## config.mk

```make
export PLATFORM = sky130hd
export DESIGN_NAME = vend_ctrl
export DESIGN_NICKNAME = d
export VERILOG_FILES = /design/src/rtl/vend_ctrl.sv
export SDC_FILE = /design/constraint.sdc
export NUM_CORES = 1
export LEC_CHECK = 0
export BUFFER_PORTS_ARGS = -buffer_cell sky130_fd_sc_hd__buf_4
export CAP_MARGIN = 15
export CORE_AREA = 2 2 39 41
export CTS_BUF_LIST = sky130_fd_sc_hd__clkbuf_8
export DETAILED_ROUTE_END_ITERATION = 10
export DIE_AREA = 0 0 41 43
export GPL_ROUTABILITY_DRIVEN = 1
export GPL_TIMING_DRIVEN = 0
export PLACE_DENSITY = 0.64
export SETUP_SLACK_MARGIN = 0.3
export SYNTH_ARGS = -nofsm -noshare
export SYNTH_HDL_FRONTEND = slang
export SYNTH_SLANG_ARGS = --single-unit
```

## constraint.sdc

```tcl
create_clock -name clk -period 3.3 [get_ports clk]
set_clock_uncertainty 0.15 [all_clocks]
set_input_delay 0 -clock clk [delete_from_list [all_inputs] [get_ports clk]]
set_output_delay 0 -clock clk [all_outputs]
set_load 0.01 [all_outputs]
```

## src/rtl/vend_ctrl.sv

```systemverilog
`timescale 1ns/1ps
module vend_ctrl (
  input  logic clk,
  input  logic rst_n,
  input  logic coin_q,
  input  logic coin_d,
  input  logic coin_n,
  output logic vend_can,
  output logic vend_dime,
  output logic vend_nickel
);
  // codes 0..10 hold credit/5; 11..14 are payout steps
  localparam logic [3:0] IDLE  = 4'd0;
  localparam logic [3:0] C25   = 4'd5;
  localparam logic [3:0] C30   = 4'd6;
  localparam logic [3:0] C35   = 4'd7;
  localparam logic [3:0] C40   = 4'd8;
  localparam logic [3:0] C45   = 4'd9;
  localparam logic [3:0] C50   = 4'd10;
  localparam logic [3:0] RET20 = 4'd11;
  localparam logic [3:0] RET15 = 4'd12;
  localparam logic [3:0] RET10 = 4'd13;
  localparam logic [3:0] RET5  = 4'd14;

  logic [3:0] st, nx, step;

  assign step = coin_q ? 4'd5 : coin_d ? 4'd2 : coin_n ? 4'd1 : 4'd0;

  always_comb begin
    if (st <= C25) nx = st + step;
    else begin
      case (st)
        C30:     nx = IDLE;
        C35:     nx = RET5;
        C40:     nx = RET10;
        C45:     nx = RET15;
        C50:     nx = RET20;
        RET20:   nx = RET10;
        RET15:   nx = RET5;
        RET10:   nx = IDLE;
        RET5:    nx = IDLE;
        default: nx = IDLE;
      endcase
    end
  end

  always_ff @(posedge clk or negedge rst_n) begin
    if (!rst_n) begin
      st          <= IDLE;
      vend_can    <= 1'b0;
      vend_dime   <= 1'b0;
      vend_nickel <= 1'b0;
    end else begin
      st          <= nx;
      vend_can    <= (nx >= C30) && (nx <= C50);
      vend_dime   <= (nx == RET20) || (nx == RET15) || (nx == RET10);
      vend_nickel <= (nx == RET5);
    end
  end
endmodule

```

* Word-level counts from Yosys, hierarchy flattened
Memory sizes are Yosys's and may differ from the RTL's.
Cells that the tools add are included.
** Cells by class
- Order comparisons :: 3
- Eq/ne operators :: 4
- Mux-type cells :: 4
- $add $sub $neg :: 1
- Reduce and logical (&&, ||, !) cells :: 3
** Operators with widths (count)
- equality test 4 bit, second input constant :: 4
- adder 4 x 3 -> 4 bit :: 1
- >= comparator 4 x 3 -> 1 bit, second input constant :: 1
- less-or-equal comparator 4 x 3 -> 1 bit, second input constant :: 1
- less-or-equal comparator 4 bit, second input constant :: 1
- two-way mux 4 bit :: 1
- two-way mux 3 bit :: 1
- logical OR 1 bit :: 2
- two-way mux 2 bit :: 1
- logical AND 1 bit :: 1
- two-way mux 1 bit :: 1
** Word-level totals
- ROM bits :: 64
- Input port bits :: 5
- Memories :: 1
- Bits in registers :: 7
** Memory list
- (name not given) :: depth 16, width 4, rd ports 1, clocked after Yosys merged registers in 0, write ports 0, RTL line 32 : case (st)

* Depth between registers and ports, before layout
Gate-level depths: netlist of the first run.
- Depth in word-level cells :: 8
- Gate-level depth with buffers :: 9
- Mapped depth without buffers :: 9

* Least setup slack after synthesis of the first run
Ideal clock, no wire load.
- Path type :: reg-to-reg
- Start :: reg st[0]
- End :: reg vend_dime
- Path slack :: 1165 ps
- Arrival time :: 1865 ps
- Library setup time :: 120 ps
- Path buffers :: 0
- Period minus slack after synthesis :: 2135 ps
- Stages on the path, launching flop included :: 8
- Cells stage by stage :: dfrtp_1 -> ha_1 -> inv_1 -> fa_1 -> xor2_1 -> a221oi_4 -> a311o_2 -> and3_1
** Between the ends
- Longest elaborated chain between the ends :: 5
- Elaborated cells on any way between the ends :: 9
- Classes of those cells :: add/sub: 1; order compare: 1; eq/ne: 3; mux: 1; reduce/logical: 2; memory: 1
** RTL lines
- from (decl) :: RTL line 25 : logic [3:0] st, nx, step;
- from (signal assigned) :: RTL line 54 : st <= nx;
- memory read (16 x 4 bit), or another cell as far along
- two-way mux 4 bit (*) :: RTL line 30 : if (st <= C25) nx = st + step;
- via nx[2] :: RTL line 25
- equality test 4 bit :: RTL line 56 : vend_dime <= (nx == RET20) || (nx == RET15) || (nx == RET10);
- logical OR 1 bit :: RTL line 56
- logical OR 1 bit (*) :: RTL line 56
- to (signal assigned) :: RTL line 56
- to (decl) :: RTL line 9 : output logic vend_dime,
Mark *: on every way through the listed nets, which the timed path passes. The rest lies on a longest branch.

* Worst setup path after layout of the first run
Same ends and word-level chain as after synthesis.

==> results of run 1 <==
sequential cells by signal, summed over array words and instances (netlist names):
name         flops
vend_dime        1
vend_nickel      1
vend_can         1
st               4
final cells by class:
class / instances / area, sq um
Clock buffer: 3 / 41.29
Clock inverter: 1 / 3.754
Fill cell: 139 / 789.5
Inverter: 6 / 22.52
Multi-Input combinational cell: 27 / 259.0
Sequential cell: 7 / 175.2
Tap cell: 16 / 20.02
Timing Repair Buffer: 9 / 72.57
cells in the final DEF (no fill, tap or decap):
cell | synthesis | final
nand2_2 | 1 | 1
a32oi_1 | 1 | 1
a21o_1 | 3 | 3
ha_1 | 3 | 3
mux2i_1 | 1 | 1
buf_4 | 0 | 7
and3b_1 | 1 | 1
a311o_2 | 1 | 1
dfrtp_1 | 7 | 7
xor2_1 | 1 | 1
a221oi_4 | 1 | 1
nor3b_2 | 1 | 1
fa_1 | 1 | 1
mux2_4 | 1 | 1
o21bai_1 | 1 | 1
nand2b_1 | 1 | 1
clkbuf_8 | 0 | 3
nor4b_1 | 1 | 1
nand2_1 | 2 | 2
and3_1 | 1 | 1
a21oi_2 | 1 | 1
a221oi_1 | 2 | 2
nor2_1 | 1 | 1
inv_1 | 6 | 7
o21ai_0 | 1 | 1
dlygate4sd3_1 | 0 | 2
metal layers:
metal / vias up / GRT usage [%] / wire [microns] / part of all wire, %
met3: 0 / 3.141 / 47 / 5.8
met4: 0 / 6.000 / 0 / 0
met1: 166 / 13.13 / 354 / 44
li1: 171 / - / - / -
met2: 8 / 17.50 / 409 / 50
met5: - / 0 / 0 / 0
worst min-delay path, delay by kind of cell:
family / cells / cell delay (ps)
adder cells (fa/ha/maj): 1 / 180
buffers and inverters: 2 / 170
AO/OA/AOI/OAI: 1 / 150
metrics by stage:
stage | hold slack [ps] | std cells | util [%] | instance area, sq um | power, mW
after CTS | 202.4 | 69 | 42.95 | 594.3 | 0.6634
after global routing | 244.0 | 69 | 42.95 | 594.3 | 0.7081
after detailed placement | -335.5 | 63 | 38.25 | 529.3 | 0.5383
after floorplan | -445.6 | 40 | - | 456.7 | 0.4573
final | 198.6 | 69 | 42.95 | 594.3 | 0.6527
after global placement | -337.0 | 63 | 38.25 | 529.3 | 0.5381
power groups by stage:
stage,clock [mW],combinational (mW),sequential (mW)
2_1_floorplan,0,0.273,0.184
3_3_place_gp,0,0.347,0.191
3_5_place_dp,0,0.347,0.192
4_1_cts,0.117,0.354,0.192
5_1_grt,0.123,0.386,0.199
6_report,0.114,0.347,0.191
logic make-up (layout without fill, tap and decap cells):
kind of cell | Yosys count | count (layout) | synth area share, %
compound gates | 11 | 11 | 23.56
buf+inv | 6 | 19 | 4.931
xor+xnor | 1 | 1 | 1.918
simple gates | 9 | 9 | 13.15
flops | 7 | 7 | 38.36
fa+ha+maj | 4 | 4 | 12.60
mux | 2 | 2 | 5.479
worst paths after layout:
path | startpoint | to
worst max-delay path | st[0] | vend_dime
worst min-delay path | coin_q | st[3]
worst max register to register | st[0] | vend_dime
worst min register to register | st[3] | st[2]
max in group asynchronous | rst_n | st[0]
min in group asynchronous | rst_n | vend_can
==> flow_summary.yaml, run 1 <==
die:
  die_height_microns: 43
  die_area_sq_um: 1763
  die_w_microns: 41
  core_area_sq_um: 1384
  initial_core_util_pct: 33.00
  io_pins: 8
  num_rows: 14
worst_hold_path:
  hp-class: "in2reg"
  min_path_cells: 4
global_routing:
  antenna_found_initial: 0
  grt_max_degree: 10
  grt_usage_pct: 11.20
  grt_pass1_wl_microns: 1297
  grt_pass1_vias: 326
  overflow: 0
cts:
  cts.sinks: 7
  clk_pin_slew_ps: 40
  cts_resized: 0
  cts-root-buf: "clkbuf_8"
  cts_tree: "yes"
  h-tree-depth: 1
  postCtsHoldBufs: 2
  clockBufferDepth: 2
  numCtsBuffers: 3
  postCtsSetupBuffers: 0
  clock_latency_ps: 220
pwr:
  sw_frac_of_total_pct: 40.16
  leakage_nw: 0.2990
  pwr-share-comb_pct: 53.2
  p_seq_share_pct: 29.3
  power.clock.fraction_pct: 17.5
  p_int_mw: 0.3906
  p_per_area_nw_per_um2: 1098
  netSwitchingPower_mw: 0.2621
  ir_drop_v: 0.0003786
yosys:
  synth_common_cells: "dfrtp_1, inv_1, a21o_1, ha_1"
  ys_warn_count: 0
  netlist_area_sq_um: 456.7
  post-synth-top-count-cell: "dfrtp_1"
  synthesis.instances: 40
  synth_nets: 49
  synth_edf_count: 0
  synth_cell_types: 23
  synth_top_cell_by_area: "dfrtp_1"
  synth_top_area_share_pct: 38.36
  ys_seq_elements: 7
  ys_seq_area_share_pct: 38.36
  postSynth.asyncResetShare_pct: 100.0
  synth_ff_type: "dfrtp_1"
  avgSynthCellArea_sq_um: 11.42
  synth_area_leaders: "dfrtp_1, ha_1, a221oi_4, a21o_1, inv_1"
setup_path:
  worstSetupPathDepth: 7
  worstPathMaxFanout: 8
  path_class: "reg2reg"
  required_ps: 3260
  slowest_delay_ps: 470
  worst_ep_arrival_time_ps: 2220
  crit_chain: "ha_1, inv_1, fa_1, xor2_1, a221oi_4, a311o_2, and3_1"
  cpMaxStageDelayCell: "dfrtp_1"
  crit_path_start_kind: "register"
  endpoint_kind: "register"
  r2r_slack_ps: 1040
  path_buf_inv: 1
  crit_family: "adder cells"
  worst-r2r-cell-count: 7
route:
  first_pass_iters: 2
  totalWireLength_microns: 811
  wire_per_inst_microns: 11.75
  drc: 0
  via_count: 345
  vias_per_cell: 5.000
  drt_iter0_markers: 3
  ant_nets: 0
timing:
  fin_ws_ps: 1042
  fin_crit_sh_pct: 68.43
  worstMarginPinSlew_ps: 424.7
  rsz0062_at_grt: "no"
  max_slew_margin_pct: 71.69
  setup_viol: 0
  timing.fmax_mhz: 442.9
  hold_violations: 0
  final.setup.tns_ps: 0
  drv_slew: 0
  fin_crit_ps: 2258
layout:
  area_delta_synth_final_pct: 30.14
  layout.nets: 63
  antennaDiodeCount: 0
  drive_above_1_share_pct: 30.19
job:
  drv_cap: 0
placed_design:
  dp_slack_ps: 1034
  place_congestion: 0.6895
  hpwl_microns: 608.8
  portBuffers: 7
run_status:
  status: "finished clean"
Note: power is estimated with default switching activity, not from simulation.
==> inputs of run 2 (changes only) <==
--- a/config.mk
+++ b/config.mk
@@ -13,7 +13,7 @@
 export DIE_AREA = 0 0 41 43
 export GPL_ROUTABILITY_DRIVEN = 1
 export GPL_TIMING_DRIVEN = 0
-export PLACE_DENSITY = 0.64
+export PLACE_DENSITY = 0.66
 export SETUP_SLACK_MARGIN = 0.3
 export SYNTH_ARGS = -nofsm -noshare
 export SYNTH_HDL_FRONTEND = slang
==> constraint.sdc (replaced) <==
create_clock -name clk -period 2 [get_ports clk]
set_clock_uncertainty 0.15 [all_clocks]
set_input_delay 0 -clock clk [delete_from_list [all_inputs] [get_ports clk]]
set_output_delay 0 -clock clk [all_outputs]
set_load 0.01 [all_outputs]
==> run 2 against run 1 <==
  * Worst setup slack got worse by 970 ps
  * Final cell count rose by 5.8%
  * Final area rose by 11%
  * Flip-flop and latch count did not move
  * Fmax rose by 17%
  * Critical path depth did not move
  * Routed wire length rose by 2.7%
==> flow_summary.yaml, run 2 (synthesized netlist as in run 1, its figures left out) <==
global_routing:
  grt_usage_pct: 11.47
  overflow: 0
  grt_max_degree: 10
  grt_pass1_vias: 334
  grt_pass1_wl_microns: 1386
  antenna_found_initial: 0
route:
  ant_nets: 0
  vias_per_cell: 4.836
  first_pass_iters: 4
  totalWireLength_microns: 833
  wire_per_inst_microns: 11.41
  drt_iter0_markers: 4
  via_count: 353
  drc: 0
timing:
  setup_viol: 0
  hold_slack_ps: 190.7
  fin_crit_ps: 1927
  fin_crit_sh_pct: 96.36
  timing.fmax_mhz: 518.9
  worstMarginPinSlew_ps: 371.0
  max_slew_margin_pct: 75.27
  hold_violations: 0
  fin_ws_ps: 72.86
  drv_slew: 0
  rsz0062_at_grt: "yes"
die:
  die_area_sq_um: 1763
  die_height_microns: 43
  core_area_sq_um: 1384
  initial_core_util_pct: 33.00
  die_w_microns: 41
  num_rows: 14
  io_pins: 8
layout:
  largest_register_ffs: 4
  regMostFlops: "st"
  fin_area_sq_um: 656.9
  layout.nets: 67
  area_delta_synth_final_pct: 43.84
  antennaDiodeCount: 0
  drive_above_1_share_pct: 49.12
  final_common_cell: "buf_4"
  final_cell_mix: "buf_4, inv_1, dfrtp_1"
cts:
  cts-root-buf: "clkbuf_8"
  cts_tree: "yes"
  clk_pin_slew_ps: 40
  clockBufferDepth: 2
  h-tree-depth: 1
  numCtsBuffers: 3
  cts.sinks: 7
  clock_latency_ps: 220
placed_design:
  placed_area_sq_um: 541.8
  dp_slack_ps: -209.2
  hpwl_microns: 603.2
  portBuffers: 7
  place_congestion: 0.7970
setup_path:
  worst_ep_arrival_time_ps: 1890
  endpoint_kind: "register"
  path_class: "reg2reg"
  crit_path_start_kind: "register"
  worstPathMaxFanout: 3
  required_ps: 1960
worst_hold_path:
  hp-class: "in2reg"
pwr:
  leakage_nw: 0.3187
  p_per_area_nw_per_um2: 1811
  ir_drop_v: 0.0006309
job:
  drv_cap: 0
run_status:
  status: "finished clean"
==> run 2: cell type report <==
cell class / count / area [sq um]
clock buffers: 3 / 41.29
clock inverters: 1 / 3.754
fillers: 120 / 726.9
inverters: 6 / 22.52
multi-input cells: 27 / 287.8
flip-flops and latches: 7 / 178.9
well taps: 16 / 20.02
repair buffers: 13 / 102.6
==> run 2: power by group <==
part,internal [mW],leakage (nW),switching (mW),total (mW)
Combinational,0.369,0.210,0.333,0.702
Sequential,0.221,0.0823,0.0765,0.297
Clock,0.132,0.0269,0.0576,0.190
==> run 2: per-layer routing <==
| metal | vias to the layer above | global-route usage, % | share of wire [%] |
|---|---|---|---|
| met5 | - | 0 | 0 |
| met4 | 0 | 2.000 | 0 |
| met3 | 0 | 4.712 | 1.2 |
| met2 | 2 | 15.63 | 51 |
| met1 | 172 | 17.00 | 47 |
| li1 | 179 | - | - |
==> run 2: worst max-delay path: stages, from the launching register on <==
cell      delay (ps)
dfrtp_2          380
ha_4             140
inv_2             30
fa_2             340
xor2_2           180
a221oi_4          90
a311o_2          340
and3_1           160
==> run 2: timing repair <==
action	in CTS	in global routing
hold endpoints to repair	7	0
endpoints found under the setup margin	5	3
buffers inserted	3	1
hold buffers	2	0
pin swaps	6	2
resized for setup	4	1
==> run 2: path summary, 6_finish.rpt <==
kind	startpoint	to	slack [ps]	cells after the start
hold reg to reg	st[2]	st[0]	480	1
setup / recovery	st[0]	vend_dime	70	7
max in group asynchronous	rst_n	st[0]	870	3
min in group asynchronous	rst_n	vend_dime	580	3
setup reg to reg	st[0]	vend_dime	70	7
hold / removal	coin_q	st[3]	190	4
==> run 2: through the flow <==
| stage | utilization (%) | setup TNS, ps | power [mW] | cells |
|---|---|---|---|---|
| after global placement | 39.15 | -466.7 | 0.9035 | 63 |
| after global routing | 47.47 | 0 | 1.285 | 73 |
| after floorplan | - | -72.36 | 0.7746 | 40 |
| final | 47.47 | 0 | 1.189 | 73 |
| after CTS | 46.84 | 0 | 1.188 | 72 |
| after detailed placement | 39.15 | -498.4 | 0.9091 | 63 |
